===== config.mk =====
export PLATFORM = sky130hd
export DESIGN_NAME = stw_regoff_unit
export DESIGN_NICKNAME = d
export VERILOG_FILES = /design/src/rtl/stw_regoff_pkg.sv /design/src/rtl/stw_dec_wide.sv /design/src/rtl/stw_dec_narrow.sv /design/src/rtl/stw_dec_pair.sv /design/src/rtl/stw_shifter.sv /design/src/rtl/stw_regoff_unit.sv
export SDC_FILE = /design/constraint.sdc
export NUM_CORES = 1
export LEC_CHECK = 0
export BUFFER_PORTS_ARGS = -buffer_cell sky130_fd_sc_hd__buf_2
export CAP_MARGIN = 20
export CORE_MARGIN = 2
export CORE_UTILIZATION = 45
export CTS_BUF_LIST = sky130_fd_sc_hd__clkbuf_16
export CTS_CLUSTER_DIAMETER = 150
export DETAILED_ROUTE_END_ITERATION = 10
export PLACE_DENSITY = 0.68
export SETUP_SLACK_MARGIN = 0.3
export SLEW_MARGIN = 20
export SYNTH_ARGS = -nofsm -noshare
export SYNTH_HDL_FRONTEND = slang
export SYNTH_SLANG_ARGS = --single-unit

===== constraint.sdc =====
create_clock -name clk -period 6.9 [get_ports clk]
set_input_delay 0.345 -clock clk [delete_from_list [all_inputs] [get_ports clk]]
set_output_delay 0.345 -clock clk [all_outputs]
set_load 0.02 [all_outputs]

===== src/rtl/stw_regoff_pkg.sv =====
package stw_regoff_pkg;

  localparam int INSN_W  = 32;
  localparam int RIX_W   = 4;
  localparam int SHAMT_W = 5;

  typedef enum logic [1:0] {
    SH_LSL = 2'b00,
    SH_LSR = 2'b01,
    SH_ASR = 2'b10,
    SH_ROR = 2'b11
  } shkind_e;

  typedef enum logic [1:0] {
    FMT_WIDE   = 2'd0,
    FMT_NARROW = 2'd1,
    FMT_PAIR   = 2'd2
  } fmt_e;

  typedef struct packed {
    logic                 bad;
    logic                 alt;
    logic                 unpred;
    logic [RIX_W-1:0]     base;
    logic [RIX_W-1:0]     ofs;
    logic [RIX_W-1:0]     src;
    logic                 pre;
    logic                 up;
    logic                 wb;
    shkind_e              kind;
    logic [SHAMT_W-1:0]   amt;
  } dec_t;

  localparam logic [RIX_W-1:0] PC_IX = '1;

endpackage


===== src/rtl/stw_dec_wide.sv =====
module stw_dec_wide
  import stw_regoff_pkg::*;
(
  input  logic [INSN_W-1:0] insn,
  output dec_t              d
);
  logic p_bit, u_bit, w_bit, shape_ok, cond_ok, wbk;
  logic [RIX_W-1:0] n_ix, t_ix, m_ix;

  always_comb begin
    p_bit    = insn[24];
    u_bit    = insn[23];
    w_bit    = insn[21];
    n_ix     = insn[19:16];
    t_ix     = insn[15:12];
    m_ix     = insn[3:0];
    shape_ok = (insn[27:25] == 3'b011) && !insn[22] && !insn[20] && !insn[4];
    cond_ok  = (insn[31:28] != 4'hF);
    wbk      = !p_bit || w_bit;

    d        = '0;
    d.bad    = !(shape_ok && cond_ok);
    d.alt    = !d.bad && !p_bit && w_bit;
    d.unpred = !d.bad && !d.alt &&
               ((m_ix == PC_IX) || (wbk && ((n_ix == PC_IX) || (n_ix == t_ix))));
    d.base   = n_ix;
    d.ofs    = m_ix;
    d.src    = t_ix;
    d.pre    = p_bit;
    d.up     = u_bit;
    d.wb     = wbk;
    d.kind   = shkind_e'(insn[6:5]);
    d.amt    = insn[11:7];
  end
endmodule


===== src/rtl/stw_dec_narrow.sv =====
module stw_dec_narrow
  import stw_regoff_pkg::*;
(
  input  logic [15:0] hw,
  output dec_t        d
);
  always_comb begin
    d        = '0;
    d.bad    = (hw[15:9] != 7'b0101000);
    d.base   = {1'b0, hw[5:3]};
    d.ofs    = {1'b0, hw[8:6]};
    d.src    = {1'b0, hw[2:0]};
    d.pre    = 1'b1;
    d.up     = 1'b1;
    d.wb     = 1'b0;
    d.kind   = SH_LSL;
    d.amt    = '0;
  end
endmodule


===== src/rtl/stw_dec_pair.sv =====
module stw_dec_pair
  import stw_regoff_pkg::*;
(
  input  logic [INSN_W-1:0] insn,
  output dec_t              d
);
  logic [15:0] hw_hi, hw_lo;
  logic        shape_ok;

  always_comb begin
    hw_hi    = insn[31:16];
    hw_lo    = insn[15:0];
    shape_ok = (hw_hi[15:4] == 12'hF84) && (hw_lo[11:6] == 6'd0);

    d        = '0;
    d.base   = hw_hi[3:0];
    d.src    = hw_lo[15:12];
    d.ofs    = hw_lo[3:0];
    d.bad    = !shape_ok || (d.base == PC_IX);
    d.unpred = !d.bad && ((d.src == PC_IX) || (d.ofs == PC_IX));
    d.pre    = 1'b1;
    d.up     = 1'b1;
    d.wb     = 1'b0;
    d.kind   = SH_LSL;
    d.amt    = {3'b000, hw_lo[5:4]};
  end
endmodule


===== src/rtl/stw_shifter.sv =====
module stw_shifter
  import stw_regoff_pkg::*;
#(
  parameter int XLEN = 32
) (
  input  logic [XLEN-1:0]    val,
  input  shkind_e            kind,
  input  logic [SHAMT_W-1:0] amt,
  input  logic               cin,
  output logic [XLEN-1:0]    res
);
  logic [2*XLEN-1:0] dbl;
  logic              zero_amt;

  always_comb begin
    zero_amt = (amt == '0);
    dbl      = {val, val} >> amt;
    unique case (kind)
      SH_LSL: res = val << amt;
      SH_LSR: res = zero_amt ? '0 : (val >> amt);
      SH_ASR: res = zero_amt ? {XLEN{val[XLEN-1]}} : XLEN'($signed(val) >>> amt);
      SH_ROR: res = zero_amt ? {cin, val[XLEN-1:1]} : dbl[XLEN-1:0];
      default: res = val;
    endcase
  end
endmodule


===== src/rtl/stw_regoff_unit.sv =====
module stw_regoff_unit
  import stw_regoff_pkg::*;
#(
  parameter int XLEN = 32
) (
  input  logic             clk,
  input  logic             rst,
  input  logic             in_valid,
  input  logic [1:0]       fmt_sel,
  input  logic [31:0]      insn,
  input  logic             carry_in,
  input  logic [XLEN-1:0]  pc_store_val,
  output logic [3:0]       rd_base_idx,
  output logic [3:0]       rd_ofs_idx,
  output logic [3:0]       rd_src_idx,
  input  logic [XLEN-1:0]  rd_base_val,
  input  logic [XLEN-1:0]  rd_ofs_val,
  input  logic [XLEN-1:0]  rd_src_val,
  output logic             mem_we,
  output logic [XLEN-1:0]  mem_addr,
  output logic [XLEN-1:0]  mem_wdata,
  output logic             wb_we,
  output logic [3:0]       wb_idx,
  output logic [XLEN-1:0]  wb_val,
  output logic             flag_undef,
  output logic             flag_alt,
  output logic             flag_unpred
);
  dec_t d_wide, d_narrow, d_pair, d_sel;

  stw_dec_wide   u_dec_wide   (.insn(insn),       .d(d_wide));
  stw_dec_narrow u_dec_narrow (.hw(insn[15:0]),   .d(d_narrow));
  stw_dec_pair   u_dec_pair   (.insn(insn),       .d(d_pair));

  always_comb begin
    unique case (fmt_sel)
      FMT_WIDE:   d_sel = d_wide;
      FMT_NARROW: d_sel = d_narrow;
      FMT_PAIR:   d_sel = d_pair;
      default: begin
        d_sel     = '0;
        d_sel.bad = 1'b1;
      end
    endcase
  end

  assign rd_base_idx = d_sel.base;
  assign rd_ofs_idx  = d_sel.ofs;
  assign rd_src_idx  = d_sel.src;

  logic [XLEN-1:0] ofs_shifted, ofs_addr, eff_addr, st_data;
  logic            go;

  stw_shifter #(.XLEN(XLEN)) u_shift (
    .val  (rd_ofs_val),
    .kind (d_sel.kind),
    .amt  (d_sel.amt),
    .cin  (carry_in),
    .res  (ofs_shifted)
  );

  always_comb begin
    ofs_addr = d_sel.up  ? (rd_base_val + ofs_shifted) : (rd_base_val - ofs_shifted);
    eff_addr = d_sel.pre ? ofs_addr : rd_base_val;
    st_data  = (d_sel.src == PC_IX) ? pc_store_val : rd_src_val;
    go       = in_valid && !d_sel.bad && !d_sel.alt && !d_sel.unpred;
  end

  always_ff @(posedge clk) begin
    if (rst) begin
      mem_we      <= 1'b0;
      mem_addr    <= '0;
      mem_wdata   <= '0;
      wb_we       <= 1'b0;
      wb_idx      <= '0;
      wb_val      <= '0;
      flag_undef  <= 1'b0;
      flag_alt    <= 1'b0;
      flag_unpred <= 1'b0;
    end else begin
      mem_we      <= go;
      mem_addr    <= go ? eff_addr : '0;
      mem_wdata   <= go ? st_data  : '0;
      wb_we       <= go && d_sel.wb;
      wb_idx      <= (go && d_sel.wb) ? d_sel.base : '0;
      wb_val      <= (go && d_sel.wb) ? ofs_addr   : '0;
      flag_undef  <= in_valid && d_sel.bad;
      flag_alt    <= in_valid && d_sel.alt;
      flag_unpred <= in_valid && d_sel.unpred;
    end
  end
endmodule


Word-level counts from Yosys, hierarchy flattened
Cells that the tools add are included.

Latch bits: 0. Memories kept: 0. Flip-flop bits (word level): 105. Memory bits (read-only): 0. Logic and storage cells: 79. RAM bits: 0. Input bits: 166. Output and inout bits: 117.

Shift-type cells: 4. Reduce and logical (&&, ||, !) cells: 40. Order comparisons: 0. Muxes and demuxes: 8. Bitwise gates (word level): 2. Equality and inequality tests: 14. Divide/modulo/power cells: 0. Multiply operators: 0. Add/sub/neg operators: 2.

Operators with widths (number): $mux 32 (6); $pmux 32 s4 (1); $pmux 25 s3 (1); $shr 64x5->32 (1); $add 32x32->32 (1); $shl 32x5->32 (1); $shr 32x5->32 (1); $sshr 32x5->32 (1); $sub 32x32->32 (1); $logic_and 1x1->1 (18); $eq 4x4->1 const B (4); $eq 12x12->1 const B (1); $logic_not 1->1 (11); $ne 7x6->1 const B (1); $eq 2x2->1 const B (3); $logic_not 6->1 (1); $logic_not 5->1 (1); $logic_or 1x1->1 (5); $eq 2x1->1 const B (2); $eq 4x4->1 (1); $logic_not 2->1 (2); $ne 4x4->1 const B (1); $reduce_or 2->1 (2); $eq 3x2->1 const B (1); $not 1->1 (2).

Longest topological paths before layout
Depth after elaboration: 18. Mapped depth: 33. Mapped depth without buffers: 29.

By module
Synthesis repeated with hierarchy kept, for this count alone.

Cells, all modules: 1849. Area total of the unflattened synthesis: 14216.1 um2.

Modules (own cells, without submodules): stw_regoff_unit (instances 1, cells each 851, seq. area each 2102.0 um2, area an instance 6836.6 um2); stw_shifter (instances 1, cells each 896, seq. area each 0.0 um2, area an instance 6625.1 um2); stw_dec_wide (instances 1, cells each 37, seq. area each 0.0 um2, area an instance 284.0 um2); stw_dec_pair (instances 1, cells each 36, seq. area each 0.0 um2, area an instance 261.5 um2); stw_dec_narrow (instances 1, cells each 29, seq. area each 0.0 um2, area an instance 209.0 um2).

Least setup slack after synthesis
OpenSTA, ideal clock, no wires.

Kind: input port to flip-flop. From: in fmt_sel[0]. To: reg mem_addr[31]. Data arrival time: 5.778 ns. Path buffers: 4. Slack: 0.990 ns. Stages on the path: 28. Cell sequence: inv_1 ha_1 buf_6 a22o_4 buf_6 buf_6 buf_2 nand3_1 a31oi_1 o221a_2 a211oi_1 or3b_2 nor2_4 nand3_1 o31ai_1 xor2_1 ha_1 and4_1 a21oi_1 nand2_1 a31oi_1 o21ai_0 a211oi_1 o31ai_1 nor4b_1 mux2_1 a211oi_1 a21oi_1.

Longest elaborated chain between the ends: 8. Elaborated cells on any way between the ends: 29. Those cells by class: add/sub: 2; eq/ne: 5; shift: 4; mux: 7; bitwise: 1; reduce/logical: 10.

RTL lines: from (decl) (line stw_regoff_unit.sv:9) `input logic [1:0] fmt_sel,`; $eq 2x2->1 (tied with other cells) (line stw_regoff_unit.sv:36) `unique case (fmt_sel)`; $pmux 25 s3 * (line stw_regoff_unit.sv:36); $shr 64x5->32 (tied with other cells) (line stw_shifter.sv:17) `dbl = {val, val} >> amt;`; $mux 32 (tied with other cells) (line stw_shifter.sv:22) `SH_ROR: res = zero_amt ? {cin, val[XLEN-1:1]} : dbl[XLEN-1:0];`; $pmux 32 s4 / $logic_and 1x1->1 (equally long branches) (line stw_shifter.sv:18, stw_regoff_unit.sv:66); $sub 32x32->32 (tied with other cells) (line stw_regoff_unit.sv:63) `ofs_addr = d_sel.up ? (rd_base_val + ofs_shifted) : (rd_base_val - ofs_shifted);`; $mux 32 / $not 1->1 (equally long branches); $mux 32 / $reduce_or 2->1 (equally long branches); to (signal assigned) (line stw_regoff_unit.sv:82) `mem_addr <= go ? eff_addr : '0;`; to (decl) (line stw_regoff_unit.sv:20) `output logic [XLEN-1:0] mem_addr,`.

Every way passes the cells marked *; elsewhere a longest branch is shown, timed or not. A chain may end at the register's enable or synchronous reset.

Final worst setup path
Ends and elaborated chain as after synthesis.

==> out/qor.txt <==
Status: completed
Clk root buf: clkbuf_16
CTS max path bufs: 2
Crit path max fanout: 6
Crit-path slowest cell: o32ai_1
TritonCTS Sinks: 105
Post-synth cell types: 105
Clock network fraction of total power: 18.1%
Worst Path Arrival: 6660 ps
Ports: 283
Synth top area share: 18.30%
Starting DRT DRC Count: 2527
Die Span Y: 163.8 µm
Drt wl/cell: 28.17 µm
ANT nets after route: 0
Seq pwr share: 20.8%
Clock transition at path regs: 90 ps
Min-Delay Path Class: input pin to flop
Syn Nets: 1767
Critical Path Source Type: input pin
Crit. End Element: flop
Number of global-route vias before repair: 14740
CP startpoint: fmt_sel[0]
Placed insts: 2263
Initial Utilization: 45.74%
LEAKAGE: 6.696 nW
Tot Pwr: 3.006 mW
Synthesized instance count: 1564
Synth Warn #: 0
Final Max Slew Viols: 0
Initial antenna violation count: 12
DP Wirelength: 50.87 mm
Peak VDD IR: 146.0 µV
Hold path startpoint: pc_store_val[9]
Port Buf Inserts: 282
Yosys top cell by area: dfxtp_1
Sequential-to-total area share from yosys stat: 18.30%
Nets@finish: 2149
Die area: 26820 µm²
Crit path kind: input pin to flop
Finished Layout Cells: 2293
Pin count of the biggest net entering global routing: 59
Crit-path max cell delay: 810 ps
Internal Pwr Total: 1.633 mW
Setup tns final: 0 ps
Drt pass-1 iters: 10
Sw power: 1.373 mW
First-pass GRT wire length: 93.60 mm
# rows: 58
RSZ-0062 raised after global routing: no
Async SR Flop Fraction: 0%
Fmax: 155.1 MHz
# fillers: 2339
Total grt overflow: 0
Max-cap viol count: 0
Mapped Area: 11490 µm²
Ratio of cells with drive above 1 in the final layout: 31.52%
Post-CTS Hold Fix Bufs: 0
Minimum clock period: 6448 ps
Sw Ratio: 45.68%
Area growth syn-to-layout: 30.11%
Core area: 25110 µm²
PD cells: 201.1 nW/µm²
Worst slew pin tran: 1143 ps
CTS HTree Levels: 3
Chip width: 163.8 µm
Final hold violations: 0
TritonCTS Buffers: 9
Period Utilization, post-route: 93.46%
Combinational share of power: 61.1%
Gr usage total: 46.94%
DRC viols: 0
Avg Inst Size Synth: 7.344 µm²
Worst EP required: 7110 ps
Via count: 15840
Vias/cell: 6.907
Post-synth EDFFs: 0
CTS tree: built
Routed wire length: 64.59 mm
Synth top area cells: dfxtp_1 18%, a21oi_1 6.4%, nor2_1 5.9%
Count of final setup violators: 0
Commonest register cell after synthesis: dfxtp_1
Seq cells post-synth: 105
Placer Congestion: 1.191
Slew headroom: 23.32%
-- power by group through the flow --
stage               registers, mW  logic (mW)  clock network, mW
floorplan                   0.660        1.01                  0
global placement            0.639        1.70                  0
detailed placement          0.640        1.72                  0
CTS                         0.626        1.74              0.547
global route                0.627        1.94              0.570
finish                      0.626        1.84              0.544
-- kinds of logic (layout without fill, tap and decap cells) --
logic type | count (synthesis) | after routing | synth area share [%]
flip-flops | 105 | 105 | 18.30
buffers and inverters | 139 | 526 | 5.795
adder cells (fa/ha/maj) | 37 | 37 | 4.096
AND/OR/NAND/NOR | 527 | 527 | 22.37
multiplexers | 50 | 50 | 5.359
XOR/XNOR | 64 | 64 | 4.880
AO/OA/AOI/OAI | 642 | 642 | 39.19
other | 0 | 12 | 0
-- flip-flops by register name, summed over array words and instances (netlist names) --
| register | flops |
|---|---|
| mem_addr | 32 |
| flag_alt | 1 |
| flag_unpred | 1 |
| mem_we | 1 |
| mem_wdata | 32 |
| wb_we | 1 |
| wb_val | 32 |
| flag_undef | 1 |
| wb_idx | 4 |
-- through the flow --
step / hold slack [ps] / util, % / worst slack, ps / cell area, µm²
2_1_floorplan: 483.6 / - / 990.1 / 11490
3_3_place_gp: 581.1 / 57.52 / 301.9 / 14440
3_5_place_dp: 583.7 / 57.54 / 213.5 / 14450
4_1_cts: 214.2 / 58.81 / 487.0 / 14770
5_1_grt: 214.9 / 59.52 / 287.2 / 14940
6_report: 220.9 / 59.52 / 451.5 / 14940
-- layout make-up --
class | count | area, µm² | share of cell area (%)
clock inverters | 7 | 91.34 | 0.6112
multi-input cells | 1320 | 8874 | 59.38
inverters | 18 | 67.56 | 0.4521
diodes | 12 | 30.03 | 0.2009
repair buffers | 492 | 3142 | 21.02
clock buffers | 9 | 225.2 | 1.507
well taps | 330 | 412.9 | 2.763
flip-flops and latches | 105 | 2102 | 14.07
-- routing by layer --
layer	up-vias	wire length, µm	track usage (%)
met3	409	8420	15.28
met5	-	0	0
met1	7261	22490	54.13
met4	0	6391	36.04
li1	6769	-	-
met2	1399	27280	71.98
-- synthesized netlist by cell type, drive strengths merged (28+ instances only) --
library cell / n
a22oi: 36
buf: 51
dfxtp: 105
nor2: 182
o22ai: 71
clkbuf: 70
o211ai: 46
o21ai: 83
ha: 36
nor3: 30
nand2: 141
mux2i: 39
xnor2: 40
a22o: 28
a21oi: 166
and2: 38
-- path summary, 6_finish.rpt --
check             slack (ps)  cells after the start                       to
hold / removal           220                      3  mem_wdata[9]$_SDFF_PP0_
setup / recovery         450                     30  mem_addr[31]$_SDFF_PP0_
-- critical path: cells and delay by family --
| kind | cells | cell delay (ps) |
|---|---|---|
| multiplexers | 1 | 310 |
| AO/OA/AOI/OAI | 16 | 3850 |
| adder cells (fa/ha/maj) | 3 | 910 |
| AND/OR/NAND/NOR | 5 | 580 |
| buffers and inverters | 5 | 660 |
-- repair_timing --
action	in CTS	in global routing
endpoints found under the setup margin	0	11
setup buffers	0	2
resized for setup	0	26
hold endpoints to repair	0	0
-- cells in the final DEF (no fill, tap or decap), types with 12 or more instances in the layout --
master | netlist | layout
a211oi_1 | 22 | 20
a21o_1 | 17 | 17
a21oi_1 | 146 | 143
a21oi_2 | 19 | 22
a22o_1 | 26 | 26
a22oi_1 | 33 | 33
a31oi_1 | 18 | 17
and2_1 | 37 | 37
and3_1 | 12 | 12
buf_12 | 1 | 12
buf_2 | 18 | 282
buf_4 | 6 | 197
dfxtp_1 | 105 | 105
diode_2 | 0 | 12
ha_1 | 36 | 34
inv_1 | 15 | 15
mux2i_1 | 39 | 39
nand2_1 | 140 | 139
nand3_1 | 25 | 25
nand4_1 | 15 | 15
nor2_1 | 181 | 180
nor3_1 | 30 | 27
o211ai_1 | 46 | 46
o21ai_0 | 76 | 75
o221ai_1 | 19 | 19
o22ai_1 | 71 | 69
o32ai_1 | 15 | 12
or2_2 | 17 | 17
xnor2_1 | 40 | 40
xor2_1 | 24 | 24
No activity file was read; power rests on OpenSTA's default activity.
